`src/rtl/bdl_pkg.sv`:
```
package bdl_pkg;

   typedef enum logic [2:0] {
      ST_M = 3'd0,
      ST_I = 3'd1,
      ST_F = 3'd2,
      ST_B = 3'd3,
      ST_L = 3'd4,
      ST_X = 3'd5
   } slot_type_e;

   typedef enum logic [2:0] {
      CL_M    = 3'd0,
      CL_I    = 3'd1,
      CL_F    = 3'd2,
      CL_B    = 3'd3,
      CL_NONE = 3'd4,
      CL_OVF  = 3'd5
   } unit_cls_e;

   localparam int SLOTS = 3;

endpackage

```
`src/rtl/bdl_tmpl_decode.sv`:
```
module bdl_tmpl_decode
   import bdl_pkg::*;
#(
   parameter int TMPL_W = 5
) (
   input  logic [TMPL_W-1:0] tmpl_i,
   output logic              legal_o,
   output slot_type_e        types_o [SLOTS],
   output logic [SLOTS-1:0]  stop_o
);

   if (TMPL_W != 5) begin : g_bad_tmpl
      $error("bdl_tmpl_decode: template width must be 5");
   end

   logic [3:0] combo;
   assign combo = tmpl_i[4:1];

   always_comb begin
      legal_o    = 1'b1;
      stop_o     = {tmpl_i[0], 2'b00};
      types_o[0] = ST_M;
      types_o[1] = ST_I;
      types_o[2] = ST_I;
      unique case (combo)
         4'd0: ;
         4'd1: stop_o[1] = 1'b1;
         4'd2: stop_o[0] = 1'b1;
         4'd3: types_o[1] = ST_M;
         4'd4: begin
            types_o[1] = ST_M;
            stop_o[0]  = 1'b1;
         end
         4'd5: types_o[1] = ST_F;
         4'd6: begin
            types_o[1] = ST_M;
            types_o[2] = ST_F;
         end
         4'd7: types_o[2] = ST_B;
         4'd8: begin
            types_o[1] = ST_M;
            types_o[2] = ST_B;
         end
         4'd9: begin
            types_o[1] = ST_F;
            types_o[2] = ST_B;
         end
         4'd10: begin
            types_o[1] = ST_B;
            types_o[2] = ST_B;
         end
         4'd11: begin
            types_o[0] = ST_B;
            types_o[1] = ST_B;
            types_o[2] = ST_B;
         end
         4'd12: begin
            types_o[1] = ST_L;
            types_o[2] = ST_X;
         end
         default: begin
            legal_o = 1'b0;
            stop_o  = '0;
         end
      endcase
   end

endmodule

```
`src/rtl/bdl_group_walk.sv`:
```
module bdl_group_walk
   import bdl_pkg::*;
#(
   parameter int NUM_M          = 2,
   parameter int NUM_I          = 2,
   parameter int NUM_F          = 2,
   parameter int NUM_B          = 3,
   parameter int CNT_W          = 4,
   parameter int UIX_W          = 4,
   parameter bit ALU_PREFER_INT = 1'b1
) (
   input  slot_type_e         types_i [SLOTS],
   input  logic [SLOTS-1:0]   alu_i,
   input  logic [SLOTS-1:0]   stop_i,
   input  logic [1:0]         pos_i,
   input  logic [CNT_W-1:0]   cnt_m_i,
   input  logic [CNT_W-1:0]   cnt_i_i,
   input  logic [CNT_W-1:0]   cnt_f_i,
   input  logic [CNT_W-1:0]   cnt_b_i,
   output logic [SLOTS-1:0]   take_o,
   output logic [SLOTS-1:0]   has_unit_o,
   output logic [SLOTS-1:0]   fused_o,
   output logic [UIX_W-1:0]   unit_o [SLOTS],
   output logic               issue_o,
   output logic [1:0]         next_pos_o
);

   localparam int M_BASE = 0;
   localparam int I_BASE = NUM_M;
   localparam int F_BASE = I_BASE + NUM_I;
   localparam int B_BASE = F_BASE + NUM_F;

   always_comb begin
      logic [CNT_W-1:0] cm, ci, cf, cb;
      logic             done, m_ok, i_ok, f_ok, b_ok;
      unit_cls_e        sel;
      cm = cnt_m_i;
      ci = cnt_i_i;
      cf = cnt_f_i;
      cb = cnt_b_i;
      done       = 1'b0;
      issue_o    = 1'b0;
      next_pos_o = 2'd3;
      for (int k = 0; k < SLOTS; k++) begin
         take_o[k]     = 1'b0;
         has_unit_o[k] = 1'b0;
         fused_o[k]    = 1'b0;
         unit_o[k]     = '0;
         m_ok = (cm < CNT_W'(NUM_M));
         i_ok = (ci < CNT_W'(NUM_I));
         f_ok = (cf < CNT_W'(NUM_F));
         b_ok = (cb < CNT_W'(NUM_B));
         sel  = CL_NONE;
         if (!done && (k >= int'(pos_i))) begin
            unique case (types_i[k])
               ST_M, ST_I: begin
                  if (alu_i[k]) begin
                     if (ALU_PREFER_INT)
                        sel = i_ok ? CL_I : (m_ok ? CL_M : CL_OVF);
                     else
                        sel = m_ok ? CL_M : (i_ok ? CL_I : CL_OVF);
                  end else if (types_i[k] == ST_M) begin
                     sel = m_ok ? CL_M : CL_OVF;
                  end else begin
                     sel = i_ok ? CL_I : CL_OVF;
                  end
               end
               ST_F:    sel = f_ok ? CL_F : CL_OVF;
               ST_B:    sel = b_ok ? CL_B : CL_OVF;
               ST_L:    sel = i_ok ? CL_I : CL_OVF;
               default: sel = CL_NONE;
            endcase
            if (sel == CL_OVF) begin
               issue_o    = 1'b1;
               done       = 1'b1;
               next_pos_o = 2'(k);
            end else begin
               take_o[k]  = 1'b1;
               fused_o[k] = (types_i[k] == ST_L);
               unique case (sel)
                  CL_M: begin
                     unit_o[k]     = UIX_W'(M_BASE) + UIX_W'(cm);
                     has_unit_o[k] = 1'b1;
                     cm            = cm + 1'b1;
                  end
                  CL_I: begin
                     unit_o[k]     = UIX_W'(I_BASE) + UIX_W'(ci);
                     has_unit_o[k] = 1'b1;
                     ci            = ci + 1'b1;
                  end
                  CL_F: begin
                     unit_o[k]     = UIX_W'(F_BASE) + UIX_W'(cf);
                     has_unit_o[k] = 1'b1;
                     cf            = cf + 1'b1;
                  end
                  CL_B: begin
                     unit_o[k]     = UIX_W'(B_BASE) + UIX_W'(cb);
                     has_unit_o[k] = 1'b1;
                     cb            = cb + 1'b1;
                  end
                  default: ;
               endcase
               if (stop_i[k]) begin
                  issue_o    = 1'b1;
                  done       = 1'b1;
                  next_pos_o = 2'(k + 1);
               end
            end
         end
      end
   end

endmodule

```
`src/rtl/bdl_dispatch.sv`:
```
module bdl_dispatch
   import bdl_pkg::*;
#(
   parameter int SLOT_W         = 41,
   parameter int TMPL_W         = 5,
   parameter int NUM_M          = 2,
   parameter int NUM_I          = 2,
   parameter int NUM_F          = 2,
   parameter int NUM_B          = 3,
   parameter bit ALU_PREFER_INT = 1'b1,
   localparam int BUNDLE_W      = SLOTS * SLOT_W + TMPL_W,
   localparam int NU            = NUM_M + NUM_I + NUM_F + NUM_B
) (
   input  logic                   clk_i,
   input  logic                   rst_ni,
   input  logic [BUNDLE_W-1:0]    bundle_i,
   input  logic                   bundle_valid_i,
   output logic                   bundle_ready_o,
   output logic                   issue_valid_o,
   output logic [NU-1:0]          unit_vld_o,
   output logic [NU*SLOT_W-1:0]   unit_op_o,
   output logic [NUM_I-1:0]       lx_vld_o,
   output logic [NUM_I*SLOT_W-1:0] lx_imm_o,
   output logic                   illegal_o
);

   localparam int M_BASE = 0;
   localparam int I_BASE = NUM_M;
   localparam int F_BASE = I_BASE + NUM_I;
   localparam int B_BASE = F_BASE + NUM_F;
   localparam int UIX_W  = (NU > 1) ? $clog2(NU) : 1;
   localparam int CNT_W  = $clog2(NU + 1);

   if (NUM_M < 1 || NUM_I < 1 || NUM_F < 1 || NUM_B < 3) begin : g_bad_units
      $error("bdl_dispatch: need at least one M, I, F unit and three B units");
   end
   if (SLOT_W < 2) begin : g_bad_slot
      $error("bdl_dispatch: slot width too small");
   end

   // slot extraction
   logic [SLOT_W-1:0] slot [SLOTS];
   logic [SLOTS-1:0]  alu;
   for (genvar k = 0; k < SLOTS; k++) begin : g_slot
      assign slot[k] = bundle_i[TMPL_W + k*SLOT_W +: SLOT_W];
      assign alu[k]  = slot[k][SLOT_W-1];
   end

   // template decode
   logic             legal;
   slot_type_e       types [SLOTS];
   logic [SLOTS-1:0] stops;

   bdl_tmpl_decode #(.TMPL_W(TMPL_W)) u_dec (
      .tmpl_i  (bundle_i[TMPL_W-1:0]),
      .legal_o (legal),
      .types_o (types),
      .stop_o  (stops)
   );

   // open group state
   logic [NU-1:0]     acc_vld;
   logic [SLOT_W-1:0] acc_op [NU];
   logic [NUM_I-1:0]  acc_lxv;
   logic [SLOT_W-1:0] acc_lx [NUM_I];
   logic [1:0]        pos_q;

   logic [CNT_W-1:0] cnt_m, cnt_i, cnt_f, cnt_b;
   always_comb begin
      cnt_m = '0;
      cnt_i = '0;
      cnt_f = '0;
      cnt_b = '0;
      for (int u = 0; u < NUM_M; u++) cnt_m = cnt_m + CNT_W'(acc_vld[M_BASE+u]);
      for (int u = 0; u < NUM_I; u++) cnt_i = cnt_i + CNT_W'(acc_vld[I_BASE+u]);
      for (int u = 0; u < NUM_F; u++) cnt_f = cnt_f + CNT_W'(acc_vld[F_BASE+u]);
      for (int u = 0; u < NUM_B; u++) cnt_b = cnt_b + CNT_W'(acc_vld[B_BASE+u]);
   end

   // slot walk
   logic [SLOTS-1:0] take, has_unit, fused;
   logic [UIX_W-1:0] unit_ix [SLOTS];
   logic             issue_ev;
   logic [1:0]       next_pos;

   bdl_group_walk #(
      .NUM_M          (NUM_M),
      .NUM_I          (NUM_I),
      .NUM_F          (NUM_F),
      .NUM_B          (NUM_B),
      .CNT_W          (CNT_W),
      .UIX_W          (UIX_W),
      .ALU_PREFER_INT (ALU_PREFER_INT)
   ) u_walk (
      .types_i    (types),
      .alu_i      (alu),
      .stop_i     (stops),
      .pos_i      (pos_q),
      .cnt_m_i    (cnt_m),
      .cnt_i_i    (cnt_i),
      .cnt_f_i    (cnt_f),
      .cnt_b_i    (cnt_b),
      .take_o     (take),
      .has_unit_o (has_unit),
      .fused_o    (fused),
      .unit_o     (unit_ix),
      .issue_o    (issue_ev),
      .next_pos_o (next_pos)
   );

   // merge taken slots into the open group
   logic [NU-1:0]     nv;
   logic [SLOT_W-1:0] nop [NU];
   logic [NUM_I-1:0]  nlxv;
   logic [SLOT_W-1:0] nlx [NUM_I];

   always_comb begin
      nv   = acc_vld;
      nop  = acc_op;
      nlxv = acc_lxv;
      nlx  = acc_lx;
      for (int k = 0; k < SLOTS; k++) begin
         for (int u = 0; u < NU; u++) begin
            if (take[k] && has_unit[k] && (unit_ix[k] == UIX_W'(u))) begin
               nv[u]  = 1'b1;
               nop[u] = fused[k] ? slot[SLOTS-1] : slot[k];
            end
         end
         for (int j = 0; j < NUM_I; j++) begin
            if (take[k] && fused[k] && (unit_ix[k] == UIX_W'(I_BASE + j))) begin
               nlxv[j] = 1'b1;
               nlx[j]  = slot[k];
            end
         end
      end
   end

   assign bundle_ready_o = !legal || (next_pos == 2'd3);

   // issue registers
   logic              iss_q, ill_q;
   logic [NU-1:0]     out_vld;
   logic [SLOT_W-1:0] out_op [NU];
   logic [NUM_I-1:0]  out_lxv;
   logic [SLOT_W-1:0] out_lx [NUM_I];

   always_ff @(posedge clk_i or negedge rst_ni) begin
      if (!rst_ni) begin
         iss_q   <= 1'b0;
         ill_q   <= 1'b0;
         pos_q   <= 2'd0;
         acc_vld <= '0;
         acc_lxv <= '0;
         out_vld <= '0;
         out_lxv <= '0;
         for (int u = 0; u < NU; u++) begin
            acc_op[u] <= '0;
            out_op[u] <= '0;
         end
         for (int j = 0; j < NUM_I; j++) begin
            acc_lx[j] <= '0;
            out_lx[j] <= '0;
         end
      end else begin
         ill_q   <= bundle_valid_i && !legal;
         iss_q   <= 1'b0;
         out_vld <= '0;
         out_lxv <= '0;
         if (bundle_valid_i && legal) begin
            pos_q <= (next_pos == 2'd3) ? 2'd0 : next_pos;
            if (issue_ev) begin
               iss_q   <= 1'b1;
               out_vld <= nv;
               out_op  <= nop;
               out_lxv <= nlxv;
               out_lx  <= nlx;
               acc_vld <= '0;
               acc_lxv <= '0;
            end else begin
               acc_vld <= nv;
               acc_op  <= nop;
               acc_lxv <= nlxv;
               acc_lx  <= nlx;
            end
         end
      end
   end

   assign issue_valid_o = iss_q;
   assign illegal_o     = ill_q;
   assign unit_vld_o    = out_vld;
   assign lx_vld_o      = out_lxv;

   for (genvar u = 0; u < NU; u++) begin : g_uout
      assign unit_op_o[u*SLOT_W +: SLOT_W] = out_op[u];
   end
   for (genvar j = 0; j < NUM_I; j++) begin : g_lxout
      assign lx_imm_o[j*SLOT_W +: SLOT_W] = out_lx[j];
   end

endmodule

```
`config.mk`:
```
export PLATFORM = sky130hd
export DESIGN_NAME = bdl_dispatch
export DESIGN_NICKNAME = d
export VERILOG_FILES = /design/src/rtl/bdl_pkg.sv /design/src/rtl/bdl_tmpl_decode.sv /design/src/rtl/bdl_group_walk.sv /design/src/rtl/bdl_dispatch.sv
export SDC_FILE = /design/constraint.sdc
export NUM_CORES = 2
export LEC_CHECK = 0
export BUFFER_PORTS_ARGS = -buffer_cell sky130_fd_sc_hd__buf_4
export CORE_MARGIN = 8
export CORE_UTILIZATION = 40
export CTS_CLUSTER_DIAMETER = 30
export DETAILED_ROUTE_END_ITERATION = 12
export PLACE_DENSITY = 0.61
export SYNTH_ARGS = -nofsm -noshare
export SYNTH_HDL_FRONTEND = slang
export SYNTH_SLANG_ARGS = --single-unit
```
`constraint.sdc`:
```
create_clock -name clk_i -period 20.8 [get_ports clk_i]
set_input_delay 5.2 -clock clk_i [delete_from_list [all_inputs] [get_ports clk_i]]
set_output_delay 5.2 -clock clk_i [all_outputs]
set_load 0.1 [all_outputs]
```
# --- Yosys cells after proc, flatten, opt, wreduce, memory -nomap -nowiden ---
# Index checks and enable logic that the tools add are counted.
# W data, S select, Z words.
op_classes:
  addsub: 22
  n_lt_le_gt_ge: 15
  eq_ne: 61
  mux: 183
  bitwise_logic: 1
  n_reduce_logical: 71
op_table:
  columns: ["op", "n"]
  rows:
  - ["$mux W41", 35]
  - ["$mux W4", 30]
  - ["$mux W3", 24]
  - ["$mux W1", 69]
  - ["$eq A4 B3 Y1 const B", 16]
  - ["$pmux W3 S4", 4]
  - ["$pmux W4 S4", 3]
  - ["$logic_and A1 B1 Y1", 43]
  - ["$eq A4 B2 Y1 const B", 8]
  - ["$eq A4 B4 Y1 const B", 8]
  - ["$lt A4 B2 Y1 const B", 8]
  - ["$eq A3 B2 Y1 const B", 10]
  - ["$mux W2", 14]
  - ["$mux W9", 3]
  - ["$logic_not A3 Y1", 6]
  - ["$add A3 B4 Y4 const A", 4]
  - ["$add A4 B1 Y4 const B", 4]
  - ["$eq A4 B1 Y1 const B", 4]
  - ["$logic_not A4 Y1", 4]
  - ["$reduce_or A4 Y1", 4]
  - ["$eq A3 B1 Y1 const B", 5]
  - ["$eq A3 B3 Y1 const B", 5]
  - ["$reduce_or A13 Y1", 1]
  - ["$reduce_or A2 Y1", 6]
  - ["other kinds (21)", 35]
totals:
  regBits: 928
  inputBits: 131
  output_inout_bits: 465

# --- Depth between registers and ports, before layout ---
logic_depth:
  word_depth: 37
  depth_mapped: 25

# --- Modules after synthesis ---
# From an unflattened synthesis, not the netlist that was laid out.
unflattened:
  hier_cells: 5769
  hier_area_um2: 56132.6
by_module_without_submodules:
  columns: ["mod", "instances", "cells_per_inst", "area_each_um2", "seq_area_each_um2"]
  rows:
  - ["bdl_dispatch", 1, 5467, 53870.4, 23222.3]
  - ["bdl_group_walk", 1, 276, 2099.5, 0.0]
  - ["bdl_tmpl_decode", 1, 26, 162.7, 0.0]

# --- Worst setup path after synthesis ---
# No wires, ideal clock.
synth_path:
  kind: "input to output"
  from: "input port bundle_i[1]"
  to: "output port bundle_ready_o"
  arrival_time_ns: 10.606
  t_required_ns: 15.600
  path_slack_ns: 4.994
  cell_stages: 20
  n_path_buf: 1
  cell_sequence: "buf_2 nand4b_1 nor2_1 ha_1 nand4_1 nand2_1 ha_1 inv_1 ha_1 nand4b_1 inv_1 a31oi_2 and2_1 and3_1 nor3_1 nor2_1 and3_1 nor2_1 a221o_1 o21ai_0"
synth_between:
  elab_chain_cells: 32
synth_rtl:
  columns: ["element", "line_no", "rtl"]
  rows:
  - ["start, declared", "bdl_dispatch.sv:16", "input logic [BUNDLE_W-1:0] bundle_i,"]
  - ["$eq A4 B4 Y1", "bdl_tmpl_decode.sv:25", "unique case (combo)"]
  - ["$mux W2", "bdl_tmpl_decode.sv:25", null]
  - ["$logic_not A3 Y1", "bdl_group_walk.sv:55, bdl_group_walk.sv:62", null]
  - ["$mux W3", "bdl_group_walk.sv:62", "end else if (types_i[k] == ST_M) begin"]
  - ["$mux W3", "bdl_group_walk.sv:57", "if (alu_i[k]) begin"]
  - ["$pmux W3 S4", "bdl_group_walk.sv:55", "unique case (types_i[k])"]
  - ["$mux W3", "bdl_group_walk.sv:54", "if (!done && (k >= int'(pos_i))) begin"]
  - ["$eq A3 B1 Y1 / $logic_not A3 Y1 (equally long branches)", "bdl_group_walk.sv:80", "unique case (sel)"]
  - ["(+16 left out)", null, null]
  - ["$mux W3", "bdl_group_walk.sv:57", null]
  - ["$pmux W3 S4", "bdl_group_walk.sv:55", null]
  - ["$mux W3", "bdl_group_walk.sv:54", null]
  - ["$eq A3 B3 Y1", "bdl_group_walk.sv:73", "if (sel == CL_OVF) begin"]
  - ["$mux W2", "bdl_group_walk.sv:73", null]
  - ["$mux W2", "bdl_group_walk.sv:54", null]
  - ["$eq A2 B2 Y1", "bdl_dispatch.sv:138", "assign bundle_ready_o = !legal || (next_pos == 2'd3);"]
  - ["$logic_or A1 B1 Y1 (*)", "bdl_dispatch.sv:138", null]
  - ["end, declared", "bdl_dispatch.sv:18", "output logic bundle_ready_o,"]
# Mark *: on every way between the ends. The rest lies on a longest branch, timed or not. The select of a mux whose other input is x is not followed.

# --- Worst setup path in the final report ---
layout_path:
  from: "input port bundle_i[3]"
  to: "output port bundle_ready_o"
# The elaborated chain is that of the path after synthesis.

==> metrics.md <==
| Metric | Value |
|---|---|
| DP HPWL | `121.2 mm` |
| Maximum clock rate | `~0.065 GHz` |
| Total track usage | `0.2868` |
| CP max stage cell | `nor2_1` |
| Max Cap Viol | `0` |
| Sequential area share after synthesis | `0.4860` |
| # DRC | `0` |
| Vias in the first global route | `42700` |
| Max-slew headroom | `0.1227` |
| GPL Wtd Cong | `0.8353` |
| Crit path buffers/inverters | `4` |
| Vias/cell | `5.995` |
| Share of layout cells above drive strength 1 | `0.2310` |
| Top delay family on crit path | `simple AND/OR/NAND/NOR gates` |
| # nets final | `5659` |
| Hold Path End | `acc_op[165]$_DFFE_PN0P_` |
| Die width | `approximately 360 um` |
| DR vias | `43460` |
| Global-route wire length before repair | `287.5 mm` |
| Post-DR wirelength/cell | `about 27 um` |
| Synth warn | `0` |
| Total grt overflow | `0` |
| Post-synthesis register bit count | `928` |
| Root buf cell | `clkbuf_16` |
| CTS resizes | `0` |
| Syn Inst Count | `5081` |
| Largest net degree at the start of global routing | `245` |
| Final wirelength | `193.8 mm` |
| RSZ-0062 raised after global routing | `no` |
| Count of final setup violators | `0` |
| Max Root-Sink Buffers | `3` |
| Synth Cell Area | `47780 um2` |
| Worst Min Path Start | `acc_op[165]$_DFFE_PN0P_` |
| Setup CP Type | `in -> out` |
| Capture point of the worst reg-to-reg path | `unit_op_o[14]$_DFFE_PN0P_` |
| R2r startpoint | `acc_vld[6]$_DFFE_PN0P_` |
| R2r worst-path depth | `22` |
| Clock slew at reported path FFs | `40 ps` |
| Io pins | `between 500 and 600` |
| Worst Tran Pin Value | `1316 ps` |
| Startpoint types | `primary input` |
| Htree depth | `4` |
| CP max stage delay | `460 ps` |
| Chip height | `361.6 um` |
| Status | `finished clean` |
| Fill count | `10800` |
| Setup TNS | `0 ps` |
| Worst path arrival time | `10100 ps` |
| Main synth FF type | `dfrtp_1` |
| Die Footprint | `130800 um2` |
| DRT iter0 DRCs | `4290` |
| TritonCTS buffer count | `230` |
| Clock Latency Late Sink | `850 ps` |
| CTS tree | `yes` |
| Initial core utilization | `0.4009` |
| Slew Limit Fails | `0` |
| Routed Antenna Nets | `0` |
| Async set or reset register ratio after synthesis | `1.000` |
| CP Cell Sequence | `buf_4, nand4b_1, nor2_1, ha_1, nand4_1, nand2_1, ha_1, inv_1, ha_1, nand4b_1, inv_1, a31oi_2, and2_1, and3_1, nor3_1, nor2_1, and3_1, nor2_1, a221o_1, o21ai_0, buf_4` |
| Rows | `about 130` |
| Initial antenna violation count | `9` |
| # clock sinks | `between 900 and 1000` |
| Setup Skew | `67.47 ps` |
| Drt first pass iters | `6` |
| Hold Path Class | `reg -> reg` |
| EDFF count, synth | `0` |
| PortBufs | `approximately 600` |
| Hold_buf cts | `0` |
| Crit path max fanout | `23` |
| Post-CTS setup buffers | `0` |
| WP data required | `15600 ps` |
| Critical Path End Type | `primary output` |
| Count of different cell masters after synthesis | `84` |
| Core footprint | `119200 um2` |
| Post-layout min period | `15300 ps` |
| R2R setup slack | `12720 ps` |
| Mean Syn Cell Area | `9.404 um2` |
| Fin crit share | `0.7354` |
| Area Overhead vs Synth | `28.76%` |
| Fin. Hold Viols | `0` |
| Hold depth | `2` |
cell type report:
class | count | area, um2 | share of cell area
clock inverter | 131 | 2210 | 0.03591
inverter | 29 | 125.1 | 0.002034
timing repair buffer | 663 | 5047 | 0.08204
antenna | 4 | 10.01 | 0.0001627
sequential | 928 | 23220 | 0.3774
clock buffer | 298 | 6411 | 0.1042
tap | 1548 | 1937 | 0.03148
multi-input combinational | 3648 | 22560 | 0.3667
Yosys cell counts (7+ instances only):
master | count | area (um2)
inv_1 | 27 | 101.4
dfrtp_1 | 928 | 23220
o21ai_0 | 369 | 1847
and2_1 | 10 | 62.56
buf_4 | 27 | 202.7
o21ai_1 | 98 | 490.5
mux2_4 | 36 | 540.5
nor3_1 | 18 | 90.09
buf_1 | 28 | 105.1
mux2_2 | 162 | 1824
a31oi_1 | 478 | 2990
buf_2 | 117 | 585.6
o211ai_1 | 32 | 240.2
clkbuf_1 | 297 | 1115
nand2_1 | 628 | 2357
buf_6 | 12 | 135.1
a21oi_1 | 224 | 1121
nand3_1 | 208 | 1041
mux2i_1 | 468 | 4684
ha_1 | 27 | 337.8
nor2_1 | 609 | 2286
o221ai_1 | 126 | 1104
nor2b_1 | 7 | 43.79
mux2_1 | 10 | 112.6
nand4_1 | 12 | 75.07
state kept, by name, indices dropped and copies added, names as in the netlist, 9 cells and up:
signal      flops
acc_lx         82
unit_op_o     369
acc_vld         9
unit_vld_o      9
lx_imm_o       82
acc_op        369
worst reg2reg max path: stages, from the launching register on:
cell and delay, ps:
dfrtp_1 390, fa_1 730, ha_1 250, inv_1 110, nand3_1 200, mux2i_1 520
inv_2 170, ha_1 230, inv_1 50, ha_1 170, nand4b_1 250, inv_1 230
a31oi_2 90, and2_1 200, nand3_1 210, a211oi_2 90, nor2_1 440, and3_1 390
o41a_4 460, buf_4 710, buf_4 790, buf_4 910, o21ai_0 360
metal layers:
metal,track usage,vias to the layer above,part of all wire
met2,0.4528,2192,0.46
met5,0,-,0.000062
met4,0.1376,2,0.048
li1,-,19260,-
met1,0.3668,21550,0.40
met3,0.07505,450,0.089
worst max-delay path by stage:
stage                start        endpoint  slack, ps  cells past startpoint
6_report       bundle_i[3]  bundle_ready_o       5500                     21
5_1_grt        bundle_i[4]  bundle_ready_o       5060                     21
4_1_cts        bundle_i[3]  bundle_ready_o       5550                     21
3_5_place_dp   bundle_i[3]  bundle_ready_o       5570                     21
3_3_place_gp   bundle_i[3]  bundle_ready_o       5550                     21
2_1_floorplan  bundle_i[1]  bundle_ready_o       4990                     20
cell usage in the layout, fill, tap and decap left out, types with 6 or more instances in the layout:
cell	instances
dfrtp_1	928
buf_4	657
nand2_1	622
nor2_1	607
a31oi_1	478
mux2i_1	468
o21ai_0	369
clkbuf_16	230
a21oi_1	223
nand3_1	201
mux2_2	162
o221ai_1	126
o21ai_1	98
bufinv_16	47
clkbuf_8	40
clkinv_2	37
mux2_4	36
o211ai_1	32
clkbuf_1	28
inv_1	27
ha_1	27
clkinvlp_4	22
nor3_1	14
nand4_1	12
mux2_1	10
clkinv_16	9
and2_1	8
nor2b_1	7
conb_1	7
clkinv_4	7
nand2b_1	6
o22ai_1	6
nand3_4	6
nand2_4	6
through the flow:
| step | hold slack, ps | worst slack [ps] | utilization | instance area [um2] | cells |
|---|---|---|---|---|---|
| after floorplan | 446.0 | 4994 | - | 47800 | 5086 |
| after global placement | 457.1 | 5547 | 0.4438 | 52890 | 6816 |
| after detailed placement | 466.1 | 5574 | 0.4438 | 52890 | 6816 |
| after CTS | 475.7 | 5553 | 0.5162 | 61520 | 7245 |
| after global routing | 492.9 | 5063 | 0.5162 | 61520 | 7247 |
| final | 470.0 | 5504 | 0.5163 | 61530 | 7249 |
kinds of logic (layout without fill, tap and decap cells):
| kind of cell | Yosys count | count (layout) | synth area share |
|---|---|---|---|
| AOI/OAI and AO/OA | 1389 | 1389 | 0.1757 |
| xor gates and xnor gates | 6 | 6 | 0.001100 |
| adders and majority gates | 28 | 28 | 0.007489 |
| buffers and inverters | 510 | 1121 | 0.04716 |
| DFF | 928 | 928 | 0.4860 |
| muxes | 677 | 677 | 0.1502 |
| other | 2 | 11 | 0.0001572 |
| and+or+nand+nor | 1541 | 1541 | 0.1322 |
Power is not shown: default switching activity piles up to over one toggle a cycle in this logic, so the estimate is an artifact.
